===== config.mk =====
export PLATFORM = sky130hd
export DESIGN_NAME = ifl_inclusion_filter
export DESIGN_NICKNAME = d
export VERILOG_FILES = /design/src/rtl/ifl_pkg.sv /design/src/rtl/ifl_set_tracker.sv /design/src/rtl/ifl_drain_timer.sv /design/src/rtl/ifl_inclusion_filter.sv
export SDC_FILE = /design/constraint.sdc
export NUM_CORES = 1
export LEC_CHECK = 0
export ABC_AREA = 1
export BUFFER_PORTS_ARGS = -buffer_cell sky130_fd_sc_hd__buf_2
export CORE_MARGIN = 1.5
export CORE_UTILIZATION = 56
export CTS_CLUSTER_SIZE = 14
export DETAILED_ROUTE_END_ITERATION = 6
export GPL_TIMING_DRIVEN = 0
export PLACE_DENSITY = 0.86
export SETUP_SLACK_MARGIN = 0.4
export SYNTH_ARGS = -nofsm -noshare
export SYNTH_HDL_FRONTEND = slang
export SYNTH_SLANG_ARGS = --single-unit
export TNS_END_PERCENT = 20

===== constraint.sdc =====
create_clock -name clk -period 1.52 [get_ports clk]
set_input_delay 0.152 -clock clk [delete_from_list [all_inputs] [get_ports clk]]
set_output_delay 0.152 -clock clk [all_outputs]
set_load 0.01 [all_outputs]

===== src/rtl/ifl_pkg.sv =====
// Package: shared sizing helpers for the inclusion filter.
// Assumes the way count is a power of two of at least 2.
package ifl_pkg;

    // Counted evictions a set tolerates before the pLRU guarantee lapses
    function automatic int sat_limit(input int ways);
        return $clog2(ways);
    endfunction

    // Counter width able to hold values 0 .. sat_limit
    function automatic int cnt_width(input int ways);
        return $clog2($clog2(ways) + 1);
    endfunction

endpackage


===== src/rtl/ifl_set_tracker.sv =====
// Per-set tracker: holds an LRU snapshot, an arm flag and an eviction
// counter. It flags a saturation when an eviction arrives unarmed or
// would reach LIMIT. Assumes `clear` is asserted whenever any tracker
// (this one included) saturates, so a saturating state is never stored.
module ifl_set_tracker #(
    parameter int LRU_W = 7,
    parameter int CNT_W = 2,
    parameter int LIMIT = 3
) (
    input  logic             clk,
    input  logic             rst_n,
    input  logic             clear,
    input  logic             acc_hit,
    input  logic [LRU_W-1:0] acc_lru,
    input  logic             ev_hit,
    output logic             sat,
    output logic [CNT_W-1:0] cnt
);

    logic [LRU_W-1:0] snap_q;
    logic             armed_q;
    logic [CNT_W-1:0] cnt_q;
    logic             lru_moved;

    // Purpose: an access that changes the pLRU bits means another way was touched
    assign lru_moved = acc_hit && (acc_lru != snap_q);

    // Purpose: eviction without a prior change, or at the limit, breaks the guarantee
    assign sat = ev_hit && (!armed_q || (cnt_q == CNT_W'(LIMIT - 1)));

    assign cnt = cnt_q;

    // Purpose: update snapshot, arm flag and counter; clear wins over all events
    always_ff @(posedge clk) begin
        if (!rst_n || clear) begin
            snap_q  <= '0;
            armed_q <= 1'b0;
            cnt_q   <= '0;
        end else begin
            if (ev_hit) begin
                cnt_q   <= cnt_q + 1'b1;
                armed_q <= 1'b0;
            end
            if (acc_hit) begin
                snap_q <= acc_lru;
            end
            if (lru_moved) begin
                armed_q <= 1'b1;
            end
        end
    end

endmodule


===== src/rtl/ifl_drain_timer.sv =====
// Drain timer: loads the in-flight count at a global clear and counts it
// down on retire pulses. It reports busy until the count is zero.
// Assumes a retire in the loading cycle is already part of load_val.
module ifl_drain_timer #(
    parameter int W = 6
) (
    input  logic         clk,
    input  logic         rst_n,
    input  logic         load,
    input  logic [W-1:0] load_val,
    input  logic         retire,
    output logic         busy,
    output logic [W-1:0] count
);

    logic [W-1:0] cnt_q;

    // Purpose: load on clear, otherwise decrement on retire without underflow
    always_ff @(posedge clk) begin
        if (!rst_n) begin
            cnt_q <= '0;
        end else if (load) begin
            cnt_q <= load_val;
        end else if (retire && (cnt_q != '0)) begin
            cnt_q <= cnt_q - 1'b1;
        end
    end

    assign busy  = (cnt_q != '0);
    assign count = cnt_q;

endmodule


===== src/rtl/ifl_inclusion_filter.sv =====
// Top: instruction snoop inclusion filter. It combines one tracker per
// set with a global drain timer into a single filter verdict.
// Assumes at most one access and one eviction are reported per cycle and
// that acc_lru is the set's tree pLRU state after the access.
module ifl_inclusion_filter #(
    parameter int NUM_WAYS = 8,
    parameter int NUM_SETS = 16,
    parameter int INFL_W   = 6
) (
    input  logic                        clk,
    input  logic                        rst_n,
    input  logic                        acc_valid,
    input  logic [$clog2(NUM_SETS)-1:0] acc_set,
    input  logic [NUM_WAYS-2:0]         acc_lru,
    input  logic                        evict_valid,
    input  logic [$clog2(NUM_SETS)-1:0] evict_set,
    input  logic                        retire,
    input  logic [INFL_W-1:0]           inflight_cnt,
    input  logic                        snoop_valid,
    output logic                        snoop_filter
);

    localparam int SET_W = $clog2(NUM_SETS);
    localparam int LRU_W = NUM_WAYS - 1;
    localparam int LIMIT = ifl_pkg::sat_limit(NUM_WAYS);
    localparam int CNT_W = ifl_pkg::cnt_width(NUM_WAYS);

    logic [NUM_SETS-1:0]       sat_vec;
    logic [NUM_SETS*CNT_W-1:0] cnt_flat;
    logic                      sat_any;
    logic                      busy;
    logic [INFL_W-1:0]         drain_cnt;

    // Purpose: one tracker per set, each decoding its own access/eviction strobe
    for (genvar s = 0; s < NUM_SETS; s++) begin : g_set
        logic acc_hit;
        logic ev_hit;
        assign acc_hit = acc_valid   && (acc_set   == SET_W'(s));
        assign ev_hit  = evict_valid && (evict_set == SET_W'(s));

        ifl_set_tracker #(
            .LRU_W (LRU_W),
            .CNT_W (CNT_W),
            .LIMIT (LIMIT)
        ) i_trk (
            .clk     (clk),
            .rst_n   (rst_n),
            .clear   (sat_any),
            .acc_hit (acc_hit),
            .acc_lru (acc_lru),
            .ev_hit  (ev_hit),
            .sat     (sat_vec[s]),
            .cnt     (cnt_flat[s*CNT_W +: CNT_W])
        );
    end

    // Purpose: any saturating set triggers the global clear
    assign sat_any = |sat_vec;

    ifl_drain_timer #(
        .W (INFL_W)
    ) i_drain (
        .clk      (clk),
        .rst_n    (rst_n),
        .load     (sat_any),
        .load_val (inflight_cnt),
        .retire   (retire),
        .busy     (busy),
        .count    (drain_cnt)
    );

    // Purpose: filter only when idle of drain and not in a saturating cycle
    assign snoop_filter = snoop_valid && !busy && !sat_any;

endmodule


==> results.toml, run 1 <==
[routing]
drt_first_pass_iters = 7
wl_per_cell_um = 17.5
ant_nets = 0
avgViaCountPerCell = 5.82
first_iter_violations = 879
vias = 8118
drcViolationCount = 2
drt_wl_total_um = 24500

[finish]
final_common_cell = "nand2_1"
area_growth_pct = 16.6
fin_nets = 1246
layout_common_cells = "254 x nand2_1, 151 x dfxtp_1, 150 x a21oi_1"
n_antenna_cell = 0
layout-drive-gt1-share_pct = 17.1
layout.cells.non_filler = 1396

[status]
status = "finished, violations left"
violations = "DRC, setup timing"

[pwr]
p_per_area_nw_per_um2 = 1020
peakVddDrop_v = 0.000907
p_leak_nw = 3.54
power_w = 0.00992

[global_route]
grt_use_total_pct = 30.3
grt_max_degree = 17
antenna_found_initial = 0
grt_pass1_vias = 7564
overflow = 0
grt_pass1_wl_um = 37600

[timing]
setup_viol = 167
finalHoldViolCount = 0
finClkSkew_ps = 9.49
layout_min_cycle_time_ps = 2170
finalMaxSlewViolations = 0
timing.final.crit_share_pct = 143
slew_headroom_pct = 36.0
rsz0062_at_grt = "yes"
final.setup.worst_slack_ps = -653
worst_slew_pin_slew_ps = 952
max_freq_mhz = 460

[job]
cap_violations = 0

[yosys]
syn-num-nets = 1181
synth_top_family_by_area = "simple AND/OR/NAND/NOR gates"
yosysSeqAreaShare_pct = 39.9
synth.mux.area_fraction_pct = 0
synth_xor_area_share_pct = 12.1
syn_area_per_cell_um2 = 7.33
synthAdderAreaFrac_pct = 2.71
syn_inst = 1136
syn_area_um2 = 8320
synthSimpleGateAreaFrac_pct = 26.1
synth_seq_cells = 166
yosys_warnings = 0
synth_compound_area_share_pct = 12.1
synth.distinct_cells = 25

[critical_path]
r2r_cells = 18
r2r-end = "i_drain.count[5]"
r2r_slack_ps = -650
crit_type = "flip-flop to flip-flop"
worstSetupEndpointType = "flip-flop"
start_kind = "flip-flop"
timing.rr.start = "g_set[11].i_trk.cnt[0]"
worstPathRequired_ps = 1850
worstPathMaxFanout = 5
arrival_ps = 2500

[floorplan]
row_count = 44
dieArea_um2 = 15600
io-pin-count = 28
initial_utilization_pct = 57.3
die_x_um = 125
coreArea_um2 = 14500
die_h_um = 125

[cts]
clk_pin_slew_ps = 60
insertion_delay_ps = 430
cts_tree = "yes"
cts_buffer_depth = 2
cts_root_buf = "clkbuf_16"
cts_max_level = 4
cts_made_buffers = 17
cts_sinks = 166

[worst_hold_path]
hold_path_class = "input pin to flip-flop"
hp-start = "inflight_cnt[4]"
worstHoldEndpoint = "i_drain.count[4]"
whs_path_depth = 5

[place]
port_buffers = 20
place_congestion = 0.910
dp_hpwl_um = 15300
dpl.cell_count = 1340
[sequential cells by signal, indices dropped and copies added (netlist names)]
register,count
g_set.i_trk.snap_q,112
i_drain.count,6
g_set.i_trk.cnt,32
g_set.i_trk.armed_q,16
[per-stage QoR]
stage	setup slack, ps	utilization, %	instance area [um2]	setup TNS [ps]	hold WS (ps)
floorplan	-50.4	-	8450	-4090	250
global placement	-640	60.4	8780	-77800	413
detailed placement	-683	60.4	8780	-80050	415
CTS	-566	65.6	9540	-47130	22.3
global route	-736	66.8	9710	-85080	45.4
finish	-653	66.8	9710	-66230	22.8
[critical path, cell delays in order, from the launching register on]
cell	delay [ps]
dfxtp_2	330
inv_2	50
ha_4	150
inv_2	50
nand2_2	50
nand3b_1	140
buf_4	140
buf_6	80
buf_6	80
buf_6	80
buf_6	80
buf_6	80
nand4_1	140
nor2_2	220
nand2_4	120
nand2_2	90
nand3_2	70
nand2_1	70
inv_1	40
[routing by layer]
layer	global-route usage, %	share of wire [%]	up-vias
li1	-	-	3816
met1	37.5	40	3754
met2	50.1	47	435
met3	6.87	8.6	113
met4	14.4	4.3	0
met5	0	0	-
[cell usage after synthesis]
library cell    n  share of area, %
buf_1           1             0.045
a22oi_1         1             0.090
or2_2          14               1.1
ha_1           18               2.7
a21oi_2        20               2.1
xor2_1         79               8.3
inv_1          75               3.4
xnor2_1        36               3.8
nand2_1       272                12
clkbuf_1       38               1.7
nor2_4          1              0.14
nand4_1        30               2.3
nand2_2         1             0.075
buf_2          27               1.6
nor3_1         29               1.7
dfxtp_1       166                40
nor2_1         76               3.4
a41oi_1         3              0.32
inv_2           2             0.090
clkinv_1        1             0.045
nand3b_1        2              0.18
a21oi_1       154               9.3
buf_4           2              0.18
nand3_1        82               4.9
o21ai_0         6              0.36
[area by class of cell]
| cell class | instances | area [um2] |
|---|---|---|
| Timing Repair Buffer | 46 | 338 |
| Clock inverter | 6 | 45.0 |
| Multi-Input combinational cell | 824 | 4560 |
| Tap cell | 184 | 230 |
| Sequential cell | 166 | 3340 |
| Buffer | 68 | 404 |
| Clock buffer | 24 | 492 |
| Inverter | 78 | 293 |
| Fill cell | 1188 | 4830 |
[power by group]
| part | internal [W] | leakage [nW] | switching [W] |
|---|---|---|---|
| Sequential | 0.00442 | 1.35 | 0.0000520 |
| Combinational | 0.000476 | 1.94 | 0.000939 |
| Clock | 0.00225 | 0.255 | 0.00178 |
| Total | 0.00714 | 3.54 | 0.00277 |
[how the worst max path moves through the flow]
stage                           endpoint  cells past startpoint  slack [ps]              startpoint
4_1_cts                     snoop_filter                     13        -570  g_set[10].i_trk.cnt[0]
3_3_place_gp    g_set[6].i_trk.snap_q[0]                      5        -640              acc_lru[0]
5_1_grt                 i_drain.count[5]                     18        -740  g_set[11].i_trk.cnt[0]
3_5_place_dp   g_set[13].i_trk.snap_q[0]                      5        -680              acc_lru[0]
2_1_floorplan      g_set[8].i_trk.cnt[0]                     13         -50   g_set[4].i_trk.cnt[0]
6_report                i_drain.count[5]                     18        -650  g_set[11].i_trk.cnt[0]
[cells by family (layout without fill, tap and decap cells)]
family	Yosys count	count (layout)
flops	166	166
fa+ha+maj	18	18
buf+inv	146	222
xor+xnor	115	115
compound gates	184	184
simple gates	507	507
[what timing repair did]
action / 4_1_cts / 5_1_grt
buffers inserted: 19 / 5
pin swaps: 11 / 15
setup endpoints to repair: 167 / 167
hold endpoints to repair: 2 / 0
cloned: 0 / 1
hold buffers: 1 / 0
gates resized for setup: 31 / 31
Power figures use the tool's default switching activity.
==> run 2: changes to the inputs <==
- ABC_AREA: 1 -> unset
- CORE_UTILIZATION: 56 -> 29
- PLACE_DENSITY: 0.86 -> 0.55
- REMOVE_ABC_BUFFERS: unset -> 1
==> results.toml, run 2 <==
[status]
status = "finished, violations left"
violations = "setup timing"

[yosys]
yosysTopAreaCell = "dfxtp_1"
ys.flop_type = "dfxtp_1"
synth_seq_cells = 166
syn_inst = 878
ys_top_cells_by_area = "dfxtp_1 36%, nor3b_2 17%, mux2i_1 13%"
yosysSeqAreaShare_pct = 35.9
yosysMostFrequentCell = "dfxtp_1"
synth_edf_count = 0
synthTopCellsByCount = "166 x dfxtp_1, 129 x nor3b_2, 119 x mux2i_1"
async_flop_share_pct = 0
synth_top_area_share_pct = 35.9
syn_area_um2 = 9270
synth.distinct_cells = 39
syn_area_per_cell_um2 = 10.6
yosys_warnings = 0

[routing]
drcViolationCount = 0
ant_nets = 0
drt_wl_total_um = 21100
wl_per_cell_um = 16.2
drt_first_pass_iters = 4
vias = 6123
first_iter_violations = 272
avgViaCountPerCell = 4.70

[global_route]
grt_use_total_pct = 13.1
grt_pass1_wl_um = 33800
antenna_found_initial = 3
grt_max_degree = 100
overflow = 0
grt_pass1_vias = 6109

[finish]
final_common_cell = "dfxtp_1"
largest_reg_flops = 112
top_register = "g_set.i_trk.snap_q"
fin_nets = 932
area_growth_pct = 18.3
design_area_um2 = 11000
layout-drive-gt1-share_pct = 28.6
fill_cells = 3088
layout_common_cells = "163 x dfxtp_1, 153 x nor3b_2, 119 x mux2i_1"

[critical_path]
cp_slowest_stage_delay_ps = 590
worstSetupEndpointType = "output pin"
crit_buf_inv = 4
worstPathMaxFanout = 2
crit_type = "flip-flop to output pin"
worstPathRequired_ps = 1370
cp_cell_sequence = "inv_2 > ha_2 > or3b_1 > nand4_1 > o2111ai_2 > or4_4 > buf_16 > buf_16 > nor2_4 > buf_6"
start_kind = "flip-flop"
cp_top_family = "simple AND/OR/NAND/NOR gates"
cpMostUsedCell = "buf_16"
cp_slowest_cell = "or4_4"
arrival_ps = 2580

[cts]
cts_buffer_depth = 2
cts_max_level = 4
cts_sinks = 166
cts_root_buf = "clkbuf_16"
insertion_delay_ps = 430
cts_tree = "yes"
clk_pin_slew_ps = 70
cts_made_buffers = 17

[timing]
finClkSkew_ps = 11.5
layout_min_cycle_time_ps = 2730
timing.final.crit_share_pct = 180
max_freq_mhz = 366
final.setup.worst_slack_ps = -1210
finalHoldViolCount = 0
worst_slew_pin_slew_ps = 1040
setup_viol = 167
holdWs_ps = 169
rsz0062_at_grt = "yes"
slew_headroom_pct = 30.6
finalMaxSlewViolations = 0

[floorplan]
io-pin-count = 28
die_x_um = 182
die_h_um = 182
initial_utilization_pct = 29.4
row_count = 65
dieArea_um2 = 33000
coreArea_um2 = 31500

[pwr]
peakVddDrop_v = 0.000783
p_leak_nw = 3.72
p_per_area_nw_per_um2 = 984

[place]
dp_hpwl_um = 11500
placed_area_um2 = 9610
pre_cts_ws_ps = -1690
place_congestion = 0.718
port_buffers = 27

[job]
cap_violations = 0

[worst_hold_path]
hold_path_class = "input pin to flip-flop"
[run 2: worst paths after layout]
| path | slack (ps) | cells past startpoint | startpoint | endpoint |
|---|---|---|---|---|
| setup / recovery | -1210 | 10 | g_set[6].i_trk.cnt[0] | snoop_filter |
| hold / removal | 170 | 5 | retire | i_drain.count[5] |
| setup reg to reg | -1150 | 9 | g_set[6].i_trk.cnt[0] | g_set[10].i_trk.snap_q[0] |
| hold reg to reg | 540 | 2 | g_set[13].i_trk.snap_q[6] | g_set[13].i_trk.snap_q[6] |
[run 2: cell families after synthesis]
kind of cell             Yosys count  synth area share [%]
XOR/XNOR                         131                  12.4
buffers and inverters             97                  5.32
flip-flops                       166                  35.9
AO/OA/AOI/OAI                     50                  3.54
adder cells (fa/ha/maj)           18                  2.43
multiplexers                     119                  12.9
AND/OR/NAND/NOR                  297                  27.6
[run 2: area by class of cell]
type	instances	area, um2	area share (%)
Inverter	21	78.8	0.719
Multi-Input combinational cell	616	5630	51.3
Clock inverter	13	171	1.56
Antenna cell	1	2.50	0.0228
Clock buffer	19	443	4.04
Tap cell	402	503	4.59
Timing Repair Buffer	65	811	7.39
Sequential cell	166	3330	30.3
[run 2: timing repair]
| item | in CTS | in global routing |
|---|---|---|
| endpoints found under the hold margin | 6 | 0 |
| endpoints found under the setup margin | 167 | 167 |
| hold buffers | 6 | 0 |
| gates cloned | 11 | 0 |
| pin swaps | 10 | 3 |
| resized for setup | 48 | 13 |
| setup buffers | 14 | 4 |
[run 2: power by group]
part           switching, W  leakage (nW)  internal (W)  total (W)
registers         0.0000587          1.34       0.00442    0.00448
logic              0.000954          2.09      0.000827    0.00178
clock network       0.00188         0.288       0.00265    0.00453
total               0.00289          3.72       0.00790     0.0108
[run 2: through the flow]
stage	utilization, %	power, W	setup TNS [ps]	cells
after floorplan	-	0.00536	-727270	802
after global placement	30.2	0.00572	-1140630	1231
after detailed placement	30.5	0.00586	-216090	1235
after CTS	34.4	0.0109	-165150	1298
after global routing	34.8	0.0112	-183190	1303
final	34.8	0.0108	-169710	1303
[run 2: worst reg2reg max path, delay by kind of cell (launching register included)]
| family | cells | cell delay [ps] |
|---|---|---|
| flip-flops | 1 | 320 |
| AND/OR/NAND/NOR | 4 | 1680 |
| AO/OA/AOI/OAI | 1 | 110 |
| adder cells (fa/ha/maj) | 1 | 160 |
| buffers and inverters | 3 | 320 |
[run 2: per-layer routing]
metal	global-route usage, %	share of wire [%]
met1	16.5	47
met3	2.73	2.5
met2	22.5	49
met5	0	0.11
met4	3.93	1.3
